--- src/rtl/snp_pkg.sv ---
package snp_pkg;

    // Agent report encoding
    typedef enum logic [1:0] {
        RPT_NONE  = 2'b00,
        RPT_MISS  = 2'b01,
        RPT_SHARE = 2'b10,
        RPT_TAKE  = 2'b11
    } rpt_e;

    // Response phase controller states
    typedef enum logic [1:0] {
        ST_IDLE    = 2'b00,
        ST_COLLECT = 2'b01,
        ST_FINISH  = 2'b10
    } st_e;

endpackage

--- src/rtl/snp_slot.sv ---
module snp_slot
    import snp_pkg::*;
(
    input  logic clk,
    input  logic rst_n,
    input  logic clear_i,
    input  logic exclude_i,
    input  logic cap_i,
    input  rpt_e code_i,
    output logic got_o,
    output logic got_nx_o,
    output rpt_e code_o
);

    logic take_now;

    always_comb begin
        take_now = cap_i && !got_o && (code_i != RPT_NONE);
        got_nx_o = got_o || take_now;
    end

    always_ff @(posedge clk or negedge rst_n) begin
        if (!rst_n) begin
            got_o  <= 1'b0;
            code_o <= RPT_NONE;
        end else if (clear_i) begin
            got_o  <= exclude_i;
            code_o <= RPT_NONE;
        end else if (take_now) begin
            got_o  <= 1'b1;
            code_o <= code_i;
        end
    end


    sticky_rpt_chk: assert property (@(posedge clk) disable iff (!rst_n)
        (got_o && !clear_i) |=> (got_o && $stable(code_o)));

endmodule

--- src/rtl/snp_reduce.sv ---
module snp_reduce
    import snp_pkg::*;
#(
    parameter int N_AGENTS = 4,
    parameter int IDW      = 2
) (
    input  rpt_e [N_AGENTS-1:0] codes_i,
    input  logic [N_AGENTS-1:0] include_i,
    input  logic                excl_i,
    output logic                shared_o,
    output logic                take_o,
    output logic [IDW-1:0]      owner_o,
    output logic                multi_o
);

    logic [N_AGENTS-1:0] share_vec;
    logic [N_AGENTS-1:0] take_vec;

    always_comb begin
        for (int i = 0; i < N_AGENTS; i++) begin
            share_vec[i] = include_i[i] && (codes_i[i] == RPT_SHARE);
            take_vec[i]  = include_i[i] && (codes_i[i] == RPT_TAKE);
        end
        shared_o = !excl_i && (|share_vec);
        take_o   = |take_vec;
        multi_o  = ($countones(take_vec) > 1);
        owner_o  = '0;
        for (int i = N_AGENTS - 1; i >= 0; i--) begin
            if (take_vec[i]) owner_o = IDW'(i);
        end
    end

endmodule

--- src/rtl/snp_fsm.sv ---
module snp_fsm
    import snp_pkg::*;
(
    input  logic clk,
    input  logic rst_n,
    input  logic start_i,
    input  logic all_got_i,
    output logic clear_o,
    output logic cap_o,
    output logic busy_o,
    output logic done_o
);

    st_e state_q, state_nx;

    always_comb begin
        state_nx = state_q;
        unique case (state_q)
            ST_IDLE:    if (start_i)   state_nx = ST_COLLECT;
            ST_COLLECT: if (all_got_i) state_nx = ST_FINISH;
            ST_FINISH:                 state_nx = ST_IDLE;
            default:                   state_nx = ST_IDLE;
        endcase
    end

    always_ff @(posedge clk or negedge rst_n) begin
        if (!rst_n) state_q <= ST_IDLE;
        else        state_q <= state_nx;
    end

    always_comb begin
        clear_o = 1'b0;
        cap_o   = 1'b0;
        busy_o  = 1'b0;
        done_o  = 1'b0;
        unique case (state_q)
            ST_IDLE:    clear_o = start_i;
            ST_COLLECT: begin
                cap_o  = 1'b1;
                busy_o = 1'b1;
            end
            ST_FINISH:  done_o = 1'b1;
            default:    ;
        endcase
    end


    done_pulse_chk: assert property (@(posedge clk) disable iff (!rst_n)
        done_o |=> !done_o);


    done_after_busy_chk: assert property (@(posedge clk) disable iff (!rst_n)
        $rose(done_o) |-> $past(busy_o));


    hold_open_chk: assert property (@(posedge clk) disable iff (!rst_n)
        (busy_o && !all_got_i) |=> busy_o);

endmodule

--- src/rtl/snoop_resp_combiner.sv ---
module snoop_resp_combiner
    import snp_pkg::*;
#(
    parameter int N_AGENTS = 4,
    parameter int IDW      = (N_AGENTS > 1) ? $clog2(N_AGENTS) : 1
) (
    input  logic                  clk,
    input  logic                  rst_n,
    input  logic                  rd_start,
    input  logic                  rd_excl,
    input  logic [IDW-1:0]        rd_req_id,
    input  logic [2*N_AGENTS-1:0] agt_code,
    output logic [N_AGENTS-1:0]   snoop_req,
    output logic                  snoop_inval,
    output logic                  resp_busy,
    output logic                  resp_done,
    output logic                  resp_shared,
    output logic                  resp_takeover,
    output logic [IDW-1:0]        resp_owner,
    output logic                  resp_err
);

    logic                clear, cap;
    logic [IDW-1:0]      req_q;
    logic                excl_q;
    logic [N_AGENTS-1:0] req_new_oh, req_oh_q;
    logic [N_AGENTS-1:0] got, got_nx;
    rpt_e [N_AGENTS-1:0] codes;
    logic                red_shared, red_take, red_multi;
    logic [IDW-1:0]      red_owner;

    always_comb begin
        for (int i = 0; i < N_AGENTS; i++) begin
            req_new_oh[i] = (rd_req_id == IDW'(i));
            req_oh_q[i]   = (req_q == IDW'(i));
        end
    end

    always_ff @(posedge clk or negedge rst_n) begin
        if (!rst_n) begin
            req_q  <= '0;
            excl_q <= 1'b0;
        end else if (clear) begin
            req_q  <= rd_req_id;
            excl_q <= rd_excl;
        end
    end

    snp_fsm u_fsm (
        .clk       (clk),
        .rst_n     (rst_n),
        .start_i   (rd_start),
        .all_got_i (&got_nx),
        .clear_o   (clear),
        .cap_o     (cap),
        .busy_o    (resp_busy),
        .done_o    (resp_done)
    );

    for (genvar g = 0; g < N_AGENTS; g++) begin : g_slot
        snp_slot u_slot (
            .clk       (clk),
            .rst_n     (rst_n),
            .clear_i   (clear),
            .exclude_i (req_new_oh[g]),
            .cap_i     (cap),
            .code_i    (rpt_e'(agt_code[2*g +: 2])),
            .got_o     (got[g]),
            .got_nx_o  (got_nx[g]),
            .code_o    (codes[g])
        );
    end

    snp_reduce #(
        .N_AGENTS (N_AGENTS),
        .IDW      (IDW)
    ) u_reduce (
        .codes_i   (codes),
        .include_i (~req_oh_q),
        .excl_i    (excl_q),
        .shared_o  (red_shared),
        .take_o    (red_take),
        .owner_o   (red_owner),
        .multi_o   (red_multi)
    );

    always_comb begin
        snoop_req     = {N_AGENTS{resp_busy}} & ~got;
        snoop_inval   = resp_busy && excl_q;
        resp_shared   = resp_done && red_shared;
        resp_takeover = resp_done && red_take;
        resp_owner    = resp_done ? red_owner : '0;
        resp_err      = resp_done && red_multi;
    end


    no_self_snoop_chk: assert property (@(posedge clk) disable iff (!rst_n)
        resp_busy |-> ((snoop_req & req_oh_q) == '0));


    excl_noshare_chk: assert property (@(posedge clk) disable iff (!rst_n)
        (resp_done && excl_q) |-> !resp_shared);


    err_has_take_chk: assert property (@(posedge clk) disable iff (!rst_n)
        resp_err |-> (resp_done && resp_takeover));


    quiet_result_chk: assert property (@(posedge clk) disable iff (!rst_n)
        !resp_done |-> !(resp_shared || resp_takeover || resp_err));

endmodule

--- config.mk ---
export PLATFORM = sky130hd
export DESIGN_NAME = snoop_resp_combiner
export DESIGN_NICKNAME = d
export VERILOG_FILES = /design/src/rtl/snp_pkg.sv /design/src/rtl/snp_slot.sv /design/src/rtl/snp_reduce.sv /design/src/rtl/snp_fsm.sv /design/src/rtl/snoop_resp_combiner.sv
export SDC_FILE = /design/constraint.sdc
export NUM_CORES = 1
export LEC_CHECK = 0
export BUFFER_PORTS_ARGS = -buffer_cell sky130_fd_sc_hd__buf_2
export CORE_MARGIN = 4
export CORE_UTILIZATION = 45
export DETAILED_ROUTE_END_ITERATION = 6
export PLACE_DENSITY = 0.69
export SKIP_LAST_GASP = 1
export SLEW_MARGIN = 30
export SYNTH_ARGS = -nofsm -noshare
export SYNTH_HDL_FRONTEND = slang
export SYNTH_SLANG_ARGS = --single-unit
--- constraint.sdc ---
create_clock -name clk -period 2.05 [get_ports clk]
set_input_delay 0.205 -clock clk [delete_from_list [all_inputs] [get_ports clk]]
set_output_delay 0.205 -clock clk [all_outputs]
set_load 0.1 [all_outputs]
==> impl_metrics.yaml, run 1 <==
die:
  ioPinCount: 26
  dieArea_mm2: 0.00309
  die_height_um: 55.5
  core-area_mm2: 0.00206
  initial_utilization_pct: 49.3
  rows: 16
  die_w_um: 55.5
run:
  drv_cap: 0
synth:
  syn_avg_cell_area_um2: 8.92
  synth.distinct_cells: 29
  syn_area_mm2: 0.00102
  syn_inst: 114
  syn-num-nets: 134
  yosysWarnings: 0
  ys_seq_elements: 17
  ys_seq_area_share_pct: 41.8
detailed_routing:
  drt_iter0_drc: 17
  vias: 973
  first_pass_iters: 4
  post-route-drc-count: 0
  post_drt_wl_per_cell_um: 14.1
  finalWirelength_um: 2540
  final_antenna_net_count: 0
  vias_per_cell: 5.41
timing:
  grt_setup_unrepaired: "yes"
  min_period_ps: 2470
  max_freq_ghz: 0.404
  final-setup-viol-count: 1
  period_share_pct: 121
  max_slew_margin_pct: 67.6
  finClkSkew_ps: 1.66
  fin_ws_ps: -423
  hold_viol: 0
  tightest_slew_ps: 484
  slew_violations: 0
worst_setup_path:
  cp-start-kind: "flop"
  cp_cell_sequence: "inv_2 -> o211ai_1 -> ha_1 -> nand2_2 -> fa_1 -> a21oi_4 -> buf_12"
  cp.required_ps: 1850
  cp-startpoint: "req_q[1]"
  cp-end-kind: "output pin"
  critPathMaxFanout: 5
  path_delay_family: "adder cells"
  cp_slowest_cell: "fa_1"
  critPathMaxStageDelay_ps: 460
  timing.rr.start: "u_fsm.state_q[1]"
  timing.critical_path.buf_inv: 2
  arrival_ps: 2270
  path_class: "reg2out"
cts:
  clkLatencyLatePin_ps: 290
  tritoncts: "built"
  clockBufferDepth: 2
  cts_made_buffers: 3
  htreeDepth: 1
  cts_root_buffer: "clkbuf_4"
  cts.clk_slew.worst_paths_ps: 100
  clkSinkCount: 17
global_routing:
  grt_pass1_wl_um: 4400
  antenna_found_initial: 0
  grt_max_degree: 18
  globalRouteOverflowTotal: 0
  grt_pass1_vias: 989
  grtUsageTotal_pct: 18.1
min_path:
  hp-start: "rd_excl"
  hold_class: "in2reg"
cells_and_area:
  mostFrequentLayoutCell: "buf_2"
  nets: 174
  layout_common_cells: "20 x buf_2, 16 x nand2_1, 16 x dfrtp_1"
  layout-drive-gt1-share_pct: 37.3
  syn_to_final_growth_pct: 41.0
  n_antenna_cell: 0
placement:
  gp_congestion: 0.843
  place_hpwl_um: 2030
  dp_slack_ps: -177
  portBuffers: 25
power_and_ir_drop:
  cellLeakagePower_uw: 0.000661
  peakVddDrop_v: 0.00141
  powerDensity_mw_per_mm2: 1470
  p_total_uw: 2100
outcome:
  violations: "negative setup slack"
  outcome: "finished with violations"
cell type report:
class | count | area, µm²
fillers | 172 | 628
clock buffers | 4 | 26.3
repair buffers | 37 | 293
well taps | 27 | 33.8
multi-input cells | 81 | 593
inverters | 14 | 61.3
flip-flops and latches | 17 | 427
per-layer routing:
layer / global-route usage, % / part of all wire [%] / vias to the layer above
li1: - / - / 474
met1: 21.6 / 42 / 458
met2: 29.7 / 50 / 29
met3: 3.96 / 5.0 / 12
met4: 10.4 / 3.4 / 0
met5: 0 / 0 / -
cells in the mapped netlist (all sizes together):
cell type / n / area, µm²
a21o: 2 / 15.0
o21ai: 3 / 15.0
nor3: 2 / 10.0
a21oi: 10 / 53.8
and2: 1 / 6.26
a22o: 3 / 26.3
nor3b: 1 / 7.51
nand2: 17 / 63.8
clkbuf: 2 / 7.51
nand3: 2 / 10.0
a22oi: 1 / 7.51
o311ai: 1 / 8.76
nor2: 10 / 37.5
clkinv: 1 / 8.76
o211ai: 2 / 15.0
o22ai: 1 / 6.26
fa: 1 / 20.0
nand2b: 3 / 26.3
or4: 1 / 11.3
inv: 13 / 48.8
dfrtp: 17 / 425
nand3b: 3 / 22.5
a32o: 6 / 60.1
ha: 5 / 62.6
or2: 5 / 31.3
a311o: 1 / 10.0
worst register-to-register path, stage by stage, from the launching register on:
cell,delay [ps]
dfrtp_1,420
nand2b_4,190
clkinv_4,80
a21oi_1,90
or4_4,520
a21o_1,190
flip-flops by register name (all words and copies together) (netlist names):
signal	cells
g_slot.u_slot.got_o	4
req_q	2
u_fsm.state_q	2
excl_q	1
g_slot.u_slot.code_o	8
final timing paths:
kind                                     endpoint  slack (ps)  cells past startpoint
max in group asynchronous                req_q[0]        1410                      2
min                                        excl_q         100                      3
min in group asynchronous  g_slot[0].u_slot.got_o         350                      2
max                                      resp_err        -420                      7
max reg2reg                      u_fsm.state_q[0]         450                      5
min reg2reg                g_slot[3].u_slot.got_o         570                      2
what timing repair did:
item | in CTS | in global routing
resized for setup | 3 | 0
buffers inserted | 2 | 0
hold endpoints to repair | 17 | 0
endpoints found under the setup margin | 2 | 3
pin swaps | 6 | 2
hold buffers | 1 | 0
report_power, final:
| part | total [µW] | switching, µW | internal, µW |
|---|---|---|---|
| logic | 1310 | 897 | 415 |
| registers | 608 | 129 | 479 |
| clock network | 182 | 106 | 75.7 |
cells by family after synthesis:
logic type / synth area share [%]
buffers and inverters: 6.40
flip-flops: 41.8
AO/OA/AOI/OAI: 21.4
adder cells (fa/ha/maj): 8.12
AND/OR/NAND/NOR: 22.3
per-stage QoR:
stage | util, % | hold slack, ps | cells | setup TNS [ps] | instance area, µm²
5_1_grt | 69.5 | 96.2 | 180 | -639 | 1430
6_report | 69.5 | 98.1 | 180 | -423 | 1430
2_1_floorplan | - | -90.6 | 114 | -4010 | 1090
4_1_cts | 69.5 | 92.7 | 180 | -450 | 1430
3_5_place_dp | 66.9 | 155 | 173 | -177 | 1380
3_3_place_gp | 66.9 | 146 | 173 | -71.5 | 1380
(Power assumes the default switching activity.)
==> inputs of run 2 (changes only) <==
--- a/config.mk
+++ b/config.mk
@@ -9,7 +9,7 @@
 export CORE_MARGIN = 4
 export CORE_UTILIZATION = 45
 export DETAILED_ROUTE_END_ITERATION = 6
-export PLACE_DENSITY = 0.69
+export PLACE_DENSITY = 0.72
 export SKIP_LAST_GASP = 1
 export SLEW_MARGIN = 30
 export SYNTH_ARGS = -nofsm -noshare
==> constraint.sdc (replaced) <==
create_clock -name clk -period 2 [get_ports clk]
set_input_delay 0.2 -clock clk [delete_from_list [all_inputs] [get_ports clk]]
set_output_delay 0.2 -clock clk [all_outputs]
set_load 0.1 [all_outputs]
==> run 2 against run 1 <==
Compared with the run above:
- the run still ends with negative setup slack left
- worst setup slack lost 49 ps
- via count grew 3.5%
- clock-buffer cell count is the same
- sequential cell count is the same
- hold slack gained 5.0 ps
- largest power group unchanged
==> impl_metrics.yaml, run 2 (synthesized netlist as in run 1, its figures left out) <==
worst_setup_path:
  timing.rr.end: "u_fsm.state_q[0]"
  timing.rr.start: "u_fsm.state_q[1]"
  cp.required_ps: 1800
  cp-startpoint: "req_q[1]"
  critPathMaxFanout: 4
  ff2ff_path_depth: 5
  path_class: "reg2out"
  cp-start-kind: "flop"
  crit_path_end: "resp_err"
  rrSetupSlack_ps: 380
  arrival_ps: 2270
  cp-end-kind: "output pin"
cells_and_area:
  largest_register_ffs: 8
  n_antenna_cell: 0
  mostFrequentLayoutCell: "buf_2"
  largest-register: "g_slot.u_slot.code_o"
  nets: 177
  layout_top_registers: "g_slot.u_slot.code_o: 8 flops, g_slot.u_slot.got_o: 4 flops"
  fin_util_pct: 73.2
  layout-drive-gt1-share_pct: 41.7
  layout_common_cells: "19 x buf_2, 16 x nand2_1, 16 x dfrtp_1"
  syn_to_final_growth_pct: 48.5
die:
  ioPinCount: 26
  die_w_um: 55.5
  core-area_mm2: 0.00206
  dieArea_mm2: 0.00309
  initial_utilization_pct: 49.3
  rows: 16
  die_height_um: 55.5
cts:
  clkLatencyLatePin_ps: 280
  tritoncts: "built"
  htreeDepth: 1
  clockBufferDepth: 2
  cts.clk_slew.worst_paths_ps: 90
  cts_made_buffers: 3
  clkSinkCount: 17
  cts_root_buffer: "clkbuf_4"
timing:
  fin_ws_ps: -471
  hold_viol: 0
  slew_violations: 0
  grt_setup_unrepaired: "yes"
  tns_ps: -528
  tightest_slew_ps: 497
  min_period_ps: 2470
  max_slew_margin_pct: 66.7
  final-setup-viol-count: 2
  period_share_pct: 124
  finClkSkew_ps: 2.29
  max_freq_ghz: 0.405
global_routing:
  grtUsageTotal_pct: 17.8
  antenna_found_initial: 0
  grt_pass1_wl_um: 4480
  globalRouteOverflowTotal: 0
  grt_pass1_vias: 1032
  grt_max_degree: 18
detailed_routing:
  post_drt_wl_per_cell_um: 14.3
  first_pass_iters: 4
  vias_per_cell: 5.50
  vias: 1007
  drt_iter0_drc: 18
  final_antenna_net_count: 0
  post-route-drc-count: 0
  finalWirelength_um: 2610
run:
  drv_cap: 0
placement:
  gp_congestion: 0.816
  place_hpwl_um: 2000
  dp_slack_ps: -190
  portBuffers: 25
power_and_ir_drop:
  cellLeakagePower_uw: 0.000683
  peakVddDrop_v: 0.00139
  powerDensity_mw_per_mm2: 1510
  p_total_uw: 2280
outcome:
  outcome: "finished with violations"
  violations: "negative setup slack"
min_path:
  hold_class: "in2reg"
  holdPathStages: 3
-- run 2: changes by cell type in the layout (fill, tap and decap cells not counted), sizes merged --
cell | before | now
buf | 36 | 38
clkbuf | 4 | 5
-- run 2: how the worst min path moves through the flow --
stage | from | endpoint | slack (ps)
2_1_floorplan | rst_n | excl_q | -100
3_3_place_gp | rst_n | g_slot[0].u_slot.got_o | 130
3_5_place_dp | rst_n | g_slot[0].u_slot.got_o | 140
4_1_cts | rd_excl | excl_q | 110
5_1_grt | rd_excl | excl_q | 130
6_report | rd_excl | excl_q | 100
-- run 2: power breakdown --
part           switching [µW]  leakage, µW  internal [µW]
clock network             100    0.0000150           77.3
registers                 134     0.000210            491
logic                     978     0.000459            500
total                    1210     0.000683           1070
-- run 2: per-layer routing --
layer  routed length, µm  share of wire (%)  global-route usage (%)  vias to the layer above
li1                    -                  -                       -                      478
met5                   0                  0                       0                        -
met1                1130                 43                    20.9                      495
met2                1320                 51                    32.4                       30
met4                  46                1.8                    5.56                        0
met3                 115                4.4                    3.26                        4
-- run 2: per-stage QoR --
stage          instance area, µm²  std cells  hold WS (ps)
2_1_floorplan                1090        114         -95.6
3_3_place_gp                 1400        176           135
3_5_place_dp                 1400        176           137
4_1_cts                      1450        183           110
5_1_grt                      1510        183           133
6_report                     1510        183           103
-- run 2: what timing repair did --
| item | CTS | global route |
|---|---|---|
| endpoints found under the setup margin | 3 | 5 |
| hold buffers | 1 | 0 |
| gates resized for setup | 2 | 12 |
| buffers inserted | 2 | 2 |
| endpoints found under the hold margin | 17 | 0 |
| pin swaps | 7 | 9 |
-- run 2: area by class of cell --
type,instances,area (µm²)
Timing Repair Buffer,40,322
Multi-Input combinational cell,81,641
Fill cell,141,552
Inverter,14,61.3
Sequential cell,17,427
Tap cell,27,33.8
Clock buffer,4,26.3
-- run 2: worst max-delay path: stages (launching register included) --
cell and delay, ps:
dfrtp_1 410, inv_2 80, o211ai_1 320, ha_1 310, nand2_1 80, fa_1 450
a21oi_4 170, buf_12 190
==> inputs of run 3 (changes only) <==
--- a/config.mk
+++ b/config.mk
@@ -9,7 +9,8 @@
 export CORE_MARGIN = 4
 export CORE_UTILIZATION = 45
 export DETAILED_ROUTE_END_ITERATION = 6
-export PLACE_DENSITY = 0.72
+export GPL_TIMING_DRIVEN = 0
+export PLACE_DENSITY_LB_ADDON = 0.3
 export SKIP_LAST_GASP = 1
 export SLEW_MARGIN = 30
 export SYNTH_ARGS = -nofsm -noshare
==> run 3 against run 2 <==
Compared with the run above:
- the flow still finishes with violations (negative setup slack)
- clock-buffer cell count down 1
- clock skew up 1.3 ps
- hold slack worse by 4.0 ps
- register-to-register slack worse by 40 ps
- final cell count down 1.6%
- die area unchanged
- clock power about the same
- core utilization down 3.4 points
- critical path type unchanged
- largest power group unchanged
==> impl_metrics.yaml, run 3 (synthesized netlist as in run 1, its figures left out) <==
placement:
  gp_congestion: 0.812
  place_hpwl_um: 2000
  portBuffers: 25
  place_area_mm2: 0.00125
die:
  dieArea_mm2: 0.00309
  initial_utilization_pct: 49.3
  rows: 16
  die_w_um: 55.5
  ioPinCount: 26
  die_height_um: 55.5
  core-area_mm2: 0.00206
cts:
  clkLatencyLatePin_ps: 280
  clockBufferDepth: 2
  htreeDepth: 1
  cts_made_buffers: 3
  clkSinkCount: 17
  cts.clk_slew.worst_paths_ps: 90
  cts_root_buffer: "clkbuf_4"
  tritoncts: "built"
worst_setup_path:
  arrival_ps: 2300
  cp_cell_sequence: "o211ai_1 -> inv_1 -> ha_1 -> inv_1 -> fa_1 -> a21oi_4 -> buf_12"
  cp.required_ps: 1800
  timing.rr.start: "u_fsm.state_q[1]"
  crit_top_cell: "inv_1"
  rrSetupSlack_ps: 340
  path_class: "reg2out"
  ff2ff_path_depth: 5
  cp-start-kind: "flop"
  timing.rr.end: "u_fsm.state_q[0]"
  critPathMaxFanout: 6
  cp-end-kind: "output pin"
  crit_path_end: "resp_err"
  cp_slowest_cell: "dfrtp_2"
  critPathMaxStageDelay_ps: 460
  cp-startpoint: "req_q[0]"
cells_and_area:
  mostFrequentLayoutCell: "buf_2"
  layout-drive-gt1-share_pct: 39.9
  fin_util_pct: 69.8
  syn_to_final_growth_pct: 41.6
  n_antenna_cell: 0
  nets: 174
  final_area_mm2: 0.00144
  layout_top_registers: "g_slot.u_slot.code_o: 8 flops, g_slot.u_slot.got_o: 4 flops"
  largest-register: "g_slot.u_slot.code_o"
  largest_register_ffs: 8
  layout_common_cells: "20 x buf_2, 16 x nand2_1, 16 x dfrtp_1"
timing:
  max_freq_ghz: 0.400
  max_slew_margin_pct: 67.0
  hold_viol: 0
  min_period_ps: 2500
  tightest_slew_ps: 494
  fin_ws_ps: -498
  period_share_pct: 125
  tns_ps: -661
  finClkSkew_ps: 3.62
  final-setup-viol-count: 2
  slew_violations: 0
  grt_setup_unrepaired: "yes"
  hold_ws_ps: 99.2
detailed_routing:
  drt_iter0_drc: 26
  vias: 993
  final_antenna_net_count: 0
  post-route-drc-count: 0
  post_drt_wl_per_cell_um: 15.2
  vias_per_cell: 5.52
  first_pass_iters: 4
  finalWirelength_um: 2730
run:
  drv_cap: 0
outcome:
  outcome: "finished with violations"
  violations: "negative setup slack"
power_and_ir_drop:
  powerDensity_mw_per_mm2: 1520
  peakVddDrop_v: 0.000975
  p_total_uw: 2190
  cellLeakagePower_uw: 0.000660
global_routing:
  grtUsageTotal_pct: 18.9
  antenna_found_initial: 0
  grt_pass1_wl_um: 4620
  grt_pass1_vias: 1065
  globalRouteOverflowTotal: 0
  grt_max_degree: 18
min_path:
  hold_class: "in2reg"
  hp-start: "rd_excl"
## run 3: worst min-delay path by stage
| stage | end | slack [ps] | depth (start not counted) |
|---|---|---|---|
| finish | excl_q | 100 | 3 |
| detailed placement | u_fsm.state_q[0] | 130 | 1 |
| global route | excl_q | 120 | 3 |
| floorplan | excl_q | -100 | 0 |
| CTS | excl_q | 100 | 3 |
| global placement | g_slot[0].u_slot.got_o | 140 | 1 |
## run 3: final cells by class
class                   instances  area, µm²
multi-input cells              81        616
repair buffers                 36        272
inverters                      14       61.3
fillers                       163        622
well taps                      27       33.8
plain buffers                   1       3.75
clock buffers                   3       22.5
clock inverters                 1       5.00
flip-flops and latches         17        427
## run 3: metal layers
layer	up-vias	track usage (%)	wire, µm
li1	480	-	-
met1	476	21.4	1120
met2	29	33.3	1420
met3	8	3.73	120
met4	0	9.72	68
met5	-	0	0
## run 3: power breakdown
part	switching (µW)	internal, µW
Combinational	933	431
Clock	102	74.3
Sequential	160	491
## run 3: timing repair
item | CTS | global route
setup buffers | 12 | 3
gates cloned | 0 | 0
endpoints found under the hold margin | 17 | 0
resized for setup | 19 | 7
hold buffers | 1 | 0
setup endpoints to repair | 5 | 6
pin swaps | 8 | 4
## run 3: per-stage QoR
stage,instances,setup slack [ps]
6_report,180,-498
3_3_place_gp,166,-387
2_1_floorplan,114,-481
3_5_place_dp,166,-486
4_1_cts,182,-455
5_1_grt,180,-593
## run 3: critical path, delay by kind of cell, from the launching register on
| kind | cells | cell delay (ps) |
|---|---|---|
| DFF | 1 | 460 |
| buffers and inverters | 3 | 380 |
| AOI/OAI and AO/OA | 2 | 480 |
| adders and majority gates | 2 | 690 |
